--- config.mk ---
export PLATFORM = sky130hd
export DESIGN_NAME = casc_dac_update
export DESIGN_NICKNAME = d
export VERILOG_FILES = /design/src/rtl/casc_pkg.sv /design/src/rtl/casc_fs_edge.sv /design/src/rtl/casc_frame_ctr.sv /design/src/rtl/casc_dac_path.sv /design/src/rtl/casc_dac_update.sv
export SDC_FILE = /design/constraint.sdc
export NUM_CORES = 1
export LEC_CHECK = 0
export ABC_AREA = 1
export BUFFER_PORTS_ARGS = -buffer_cell sky130_fd_sc_hd__buf_4
export CAP_MARGIN = 20
export CORE_ASPECT_RATIO = 0.8
export CORE_UTILIZATION = 46
export CTS_CLUSTER_DIAMETER = 50
export DETAILED_ROUTE_END_ITERATION = 8
export PLACE_DENSITY = 0.71
export SETUP_SLACK_MARGIN = 0.05
export SLEW_MARGIN = 20
export SYNTH_ARGS = -nofsm -noshare
export SYNTH_HDL_FRONTEND = slang
export SYNTH_SLANG_ARGS = --single-unit
--- constraint.sdc ---
create_clock -name clk -period 2 [get_ports clk]
set_input_delay 0.1 -clock clk [delete_from_list [all_inputs] [get_ports clk]]
set_output_delay 0.1 -clock clk [all_outputs]
set_load 0.05 [all_outputs]
--- src/rtl/casc_pkg.sv ---
`timescale 1ns/1ps
package casc_pkg;
  localparam int DATA_W_DEF = 16;
  localparam int CNT_W_DEF  = 3;
endpackage

--- src/rtl/casc_fs_edge.sv ---
`timescale 1ns/1ps
module casc_fs_edge (
  input  logic clk,
  input  logic rst,
  input  logic fs_i,
  output logic rise_o
);
  logic fs_q;

  // Resets high so a sync already high at reset release is not a rise.
  always_ff @(posedge clk) begin
    if (rst) fs_q <= 1'b1;
    else     fs_q <= fs_i;
  end

  assign rise_o = fs_i & ~fs_q;

  // Two rises can never be seen back to back.
  AST_RISE_GAP: assert property (@(posedge clk) disable iff (rst)
    rise_o |=> !rise_o);
endmodule

--- src/rtl/casc_frame_ctr.sv ---
`timescale 1ns/1ps
module casc_frame_ctr #(
  parameter int CNT_W = 3
) (
  input  logic             clk,
  input  logic             rst,
  input  logic             rise_i,
  input  logic [CNT_W-1:0] cfg_i,
  output logic             wrap_o
);
  logic [CNT_W-1:0] cnt_q;
  logic [CNT_W-1:0] act_q;

  assign wrap_o = rise_i && (cnt_q == act_q);

  always_ff @(posedge clk) begin
    if (rst) begin
      cnt_q <= '0;
      act_q <= '0;
    end else if (rise_i) begin
      if (cnt_q == act_q) begin
        cnt_q <= '0;
        act_q <= cfg_i;
      end else begin
        cnt_q <= cnt_q + CNT_W'(1);
      end
    end
  end

  AST_CNT_IN_RANGE: assert property (@(posedge clk) disable iff (rst)
    cnt_q <= act_q);
  AST_CFG_HELD: assert property (@(posedge clk) disable iff (rst)
    !wrap_o |=> $stable(act_q));
  AST_CNT_RESTART: assert property (@(posedge clk) disable iff (rst)
    wrap_o |=> cnt_q == '0);
endmodule

--- src/rtl/casc_dac_path.sv ---
`timescale 1ns/1ps
module casc_dac_path #(
  parameter int DATA_W = 16
) (
  input  logic              clk,
  input  logic              rst,
  input  logic              word_vld_i,
  input  logic [DATA_W-1:0] word_i,
  input  logic              load_i,
  output logic [DATA_W-1:0] dac_o,
  output logic              load_o
);
  logic [DATA_W-1:0] in_q;

  always_ff @(posedge clk) begin
    if (rst) begin
      in_q   <= '0;
      dac_o  <= '0;
      load_o <= 1'b0;
    end else begin
      load_o <= load_i;
      if (load_i)     dac_o <= in_q;
      if (word_vld_i) in_q  <= word_i;
    end
  end

  AST_DAC_HOLD: assert property (@(posedge clk) disable iff (rst)
    !load_o |-> $stable(dac_o));
  AST_LOAD_DATA: assert property (@(posedge clk) disable iff (rst)
    load_o |-> dac_o == $past(in_q));
  AST_ONE_CYCLE: assert property (@(posedge clk) disable iff (rst)
    load_o |=> !load_o);
endmodule

--- src/rtl/casc_dac_update.sv ---
`timescale 1ns/1ps
module casc_dac_update
  import casc_pkg::*;
#(
  parameter int DATA_W = DATA_W_DEF,
  parameter int CNT_W  = CNT_W_DEF
) (
  input  logic              clk,
  input  logic              rst,
  input  logic              fsync,
  input  logic              word_vld,
  input  logic [DATA_W-1:0] word_data,
  input  logic [CNT_W-1:0]  dev_cnt,
  output logic [DATA_W-1:0] dac_value,
  output logic              dac_load
);
  logic rise;
  logic wrap;

  casc_fs_edge u_edge (
    .clk    (clk),
    .rst    (rst),
    .fs_i   (fsync),
    .rise_o (rise)
  );

  casc_frame_ctr #(.CNT_W(CNT_W)) u_ctr (
    .clk    (clk),
    .rst    (rst),
    .rise_i (rise),
    .cfg_i  (dev_cnt),
    .wrap_o (wrap)
  );

  casc_dac_path #(.DATA_W(DATA_W)) u_path (
    .clk        (clk),
    .rst        (rst),
    .word_vld_i (word_vld),
    .word_i     (word_data),
    .load_i     (wrap),
    .dac_o      (dac_value),
    .load_o     (dac_load)
  );

  AST_LOAD_AFTER_RISE: assert property (@(posedge clk) disable iff (rst)
    dac_load |-> $past(rise));
endmodule

# Word level (Yosys, flattened, before mapping)
# Index checks and enable logic that the tools add are counted.
# word_totals
elab_cells,13
latchBits,0
reg_bits,40
inputBits,23
mem_count,0
out_inout_bits,17
mem_bits_ro,0
ram_bits,0
# op_classes
magnitude_cmp,0
n_shift,0
n_div,0
bitwise,2
reduce_logical,2
addsub,1
eq_ne,1
n_mul,0
muxes,1
# ops
operator,n
"3-bit by 1-bit adder with 3-bit output, second input constant",1
3-bit == test,1
3-bit 2-to-1 mux,1
2-bit AND reduction,1
1-bit bitwise AND,1
1-bit logical AND,1
1-bit inverter,1

# Logic depth before layout (Yosys ltp)
# logic_depth
depth_word,3
depth_mapped,8
mapped_depth_nobuf,7

# Modules after synthesis
# Synthesis repeated with hierarchy kept, for this count alone.
# unflattened
hier_cells,271
area_unflattened_um2,1767.9
# modules_own_cells
module,instances,cells_per_inst,seq_area_each_um2,area_per_inst_um2
casc_dac_path,1,206,660.6,1377.6
casc_frame_ctr,1,60,120.1,352.8
casc_fs_edge,1,5,20.0,37.5

# Worst setup path after synthesis
# Ideal clock, no wire load.
# synth_path
path_kind,reg2reg
from,register u_edge.fs_q
to,register u_path.dac_o[15]
setup_ns,0.114
required_time_ns,1.886
t_arrival_ns,0.955
setup_slack_ns,0.931
stages_incl_launch_ff,8
synth_period_minus_slack_ns,1.069
path_buffers,1
cell_sequence,dfxtp_1 > nor2_4 > nand2_2 > nor2_2 > nand2_1 > buf_4 > nand3_1 > nand2_1
# synth_via
elab_chain_cells,3
# synth_lines
item,line,source
start: declaration,casc_fs_edge.sv:8,logic fs_q;
start signal: assignment,casc_fs_edge.sv:13,else fs_q <= fs_i;
1-bit inverter,casc_fs_edge.sv:16,assign rise_o = fs_i & ~fs_q;
1-bit bitwise AND,casc_fs_edge.sv:16,
1-bit logical AND,casc_frame_ctr.sv:14,assign wrap_o = rise_i && (cnt_q == act_q);
end signal: assignment,casc_dac_path.sv:22,if (load_i) dac_o <= in_q;
end: declaration,casc_dac_path.sv:10,"output logic [DATA_W-1:0] dac_o,"
# No other way between the ends.
# A chain may end at the register's enable or synchronous reset.

# Worst setup path after layout
# layout_path
from,input port fsync
to,register u_ctr.cnt_q[1]
# layout_via
elab_chain_cells,1
# layout_lines
item,line,source
start: declaration,casc_dac_update.sv:10,"input logic fsync,"
1-bit bitwise AND,casc_fs_edge.sv:16,
end signal: assignment,casc_frame_ctr.sv:25,cnt_q <= cnt_q + CNT_W'(1);
end: declaration,casc_frame_ctr.sv:11,logic [CNT_W-1:0] cnt_q;
# No other way between the ends.

==> flow_metrics.py <==
metrics = {
    "synth": {
        "syn-instance-count": 193,
        "yosys_warnings": 0,
        "synthMuxAreaShare": 0,
        "synth.largest_area_cell": "dfxtp_1",
        "syn_area_um2": 1550,
        "syn_avg_cell_area_um2": 8.05,
        "yosysSeqAreaShare": 0.516,
        "synth-simple-area-share": 0.322,
        "synth_compound_area_frac": 0.0548,
        "synth.area.top_cells": "dfxtp_1 52%, nor2_1 8.9%, nand4_1 7.7%",
        "synth_nets": 217,
        "synth_top_family_by_area": "simple AND/OR/NAND/NOR gates",
        "yosys.area.top_type_share": 0.516,
        "synth_seq_cells": 40,
        "yosysUniqueCellTypes": 18,
        "yosys.area_share.xor_xnor": 0.0113,
        "synth_fa_ha_area_frac": 0.00806,
    },
    "timing": {
        "setup_slack_ns": 0.388,
        "max_slew_margin": 0.551,
        "rsz0062_at_grt": "false",
        "clock_skew_ns": 0.00717,
        "hold_slack_ns": 0.0356,
        "fmax_mhz": 620,
        "period_share": 0.806,
        "min_period_ns": 1.61,
        "finalHoldViolCount": 0,
        "drv_slew": 0,
        "worstMarginPinSlew_ns": 0.672,
        "setup_viol": 0,
        "finalSetupTns_ns": 0,
    },
    "clocking": {
        "clk_path_buf_depth": 2,
        "numCtsBuffers": 5,
        "clk_transition_reported_paths_ns": 0.07,
        "root_buffer": "clkbuf_8",
        "htree_levels": 2,
        "cts.sinks": 40,
        "clk_latency_ns": 0.29,
        "post-cts-setup-buffers": 0,
        "cts_tree": "built",
    },
    "detailed_routing": {
        "drc": 0,
        "firstDrtPassIters": 4,
        "totalWireLength_mm": 3.21,
        "wl_met1_mm": 1.39,
        "dr.max_layer_used": "met4",
        "vias": 1385,
        "wl_met2_mm": 1.67,
        "vias_per_cell": 5.11,
        "routedWlPerCell_um": 11.8,
        "dr_wl_met3_um": 121,
        "ant_nets": 0,
        "drt_iter0_markers": 63,
    },
    "finish": {
        "final_cell_mix": "42 x buf_4, 40 x dfxtp_1, 37 x nor2_1",
        "nets": 254,
        "diodes": 0,
        "fill_cells": 306,
        "layoutNonFillerInstCount": 271,
        "syn_to_final_growth_pct": 23.9,
        "layout_commonest_cell": "buf_4",
        "drive_gt1_frac": 0.229,
    },
    "grt": {
        "grt_max_degree": 57,
        "antenna_found_initial": 0,
        "grt_pass1_wl_mm": 5.23,
        "grt_overflow": 0,
        "grt_pass1_vias": 1216,
        "track_usage": 0.201,
    },
    "worst_setup_path": {
        "worstPathRequired_ns": 2.18,
        "path_max_fanout": 21,
        "setup.worst_path.end_class": "register",
        "r2r_start": "u_ctr.cnt_q[1]",
        "critPathKind": "input pin to register",
        "cp-startpoint": "fsync",
        "worstPathArrival_ns": 1.79,
        "startpoint_type": "input pin",
    },
    "pwr": {
        "power_leakage_nw": 0.924,
        "powerDensity_nw_per_um2": 812,
        "p_total_mw": 1.56,
        "ir_drop_mv": 0.597,
    },
    "floorplan": {
        "fp.dieH_um": 54.0,
        "io_pins": 40,
        "start_util": 0.492,
        "core_area_um2": 3150,
        "die_w_um": 67.0,
        "fp-row-count": 18,
        "dieArea_um2": 3610,
    },
    "placement": {
        "pre_cts_ws_ns": 0.463,
        "hpwl_mm": 2.19,
        "dp_cells": 261,
        "gp_congestion": 0.700,
        "port_buffers": 39,
    },
    "hold_path": {
        "hold_class": "input pin to register",
        "worstHoldStart": "word_data[0]",
    },
    "run": {
        "maxCapViolCount": 0,
    },
    "status": {
        "status": "complete, no violations",
    },
}
## cells in the mapped netlist
library cell,n
nor2_2,2
xor2_1,2
inv_1,8
nor2_1,37
buf_6,2
inv_2,1
buf_12,1
nand2_2,1
nand2_1,31
o21ai_0,17
buf_4,4
nor2_4,1
nand4_1,19
clkbuf_1,3
nand3_1,19
dfxtp_1,40
buf_2,4
ha_1,1
## per-layer routing
layer  vias to the layer above  GRT usage
li1                        709          -
met1                       650      0.222
met2                        24      0.362
met3                         2     0.0572
met4                         0     0.0957
met5                         -          0
## critical path, stage by stage
cell           delay [ns]
dlygate4sd3_1        0.52
buf_4                0.10
inv_2                0.04
nor2_4               0.13
nand2_2              0.07
nor2_2               0.11
nand2_1              0.42
nand2_1              0.25
nor2_1               0.06
## timing repair
action / 4_1_cts / 5_1_grt
hold buffers: 2 / 0
gates resized for setup: 0 / 0
hold endpoints to repair: 2 / 0
setup endpoints to repair: 0 / 0
## final timing paths
kind,to,slack [ns],cells after the start
worst max-delay path,u_ctr.cnt_q[1],0.39,9
worst min-delay path,u_path.in_q[0],0.04,3
worst max register to register,u_ctr.cnt_q[1],0.47,7
worst min register to register,u_path.dac_o[15],0.47,2
## cell families after synthesis
group           Yosys count
simple gates            110
flops                    40
fa+ha+maj                 1
xor+xnor                  2
compound gates           17
buf+inv                  23
## registers in the layout (all words and copies together) (netlist names)
name           cells
u_ctr.cnt_q        3
u_edge.fs_q        1
u_path.in_q       16
u_ctr.act_q        3
u_path.load_o      1
u_path.dac_o      16
## through the flow
stage               utilization  area (um^2)
finish                    0.610         1920
global route              0.610         1920
CTS                       0.610         1920
detailed placement        0.575         1810
global placement          0.575         1810
floorplan                     -         1550
## layout make-up
type                    count  area, um^2  share of cell area
clock buffers               8        90.1              0.0468
inverters                   9        33.8              0.0176
multi-input cells         130         614               0.319
flip-flops and latches     40         801               0.416
well taps                  40        50.0              0.0260
repair buffers             44         335               0.174
## where the power goes
| part | switching (mW) | leakage (nW) | internal (mW) |
|---|---|---|---|
| clock | 0.255 | 0.0455 | 0.281 |
| sequential | 0.0180 | 0.328 | 0.832 |
| combinational | 0.110 | 0.551 | 0.0681 |
(Power assumes the default switching activity.)
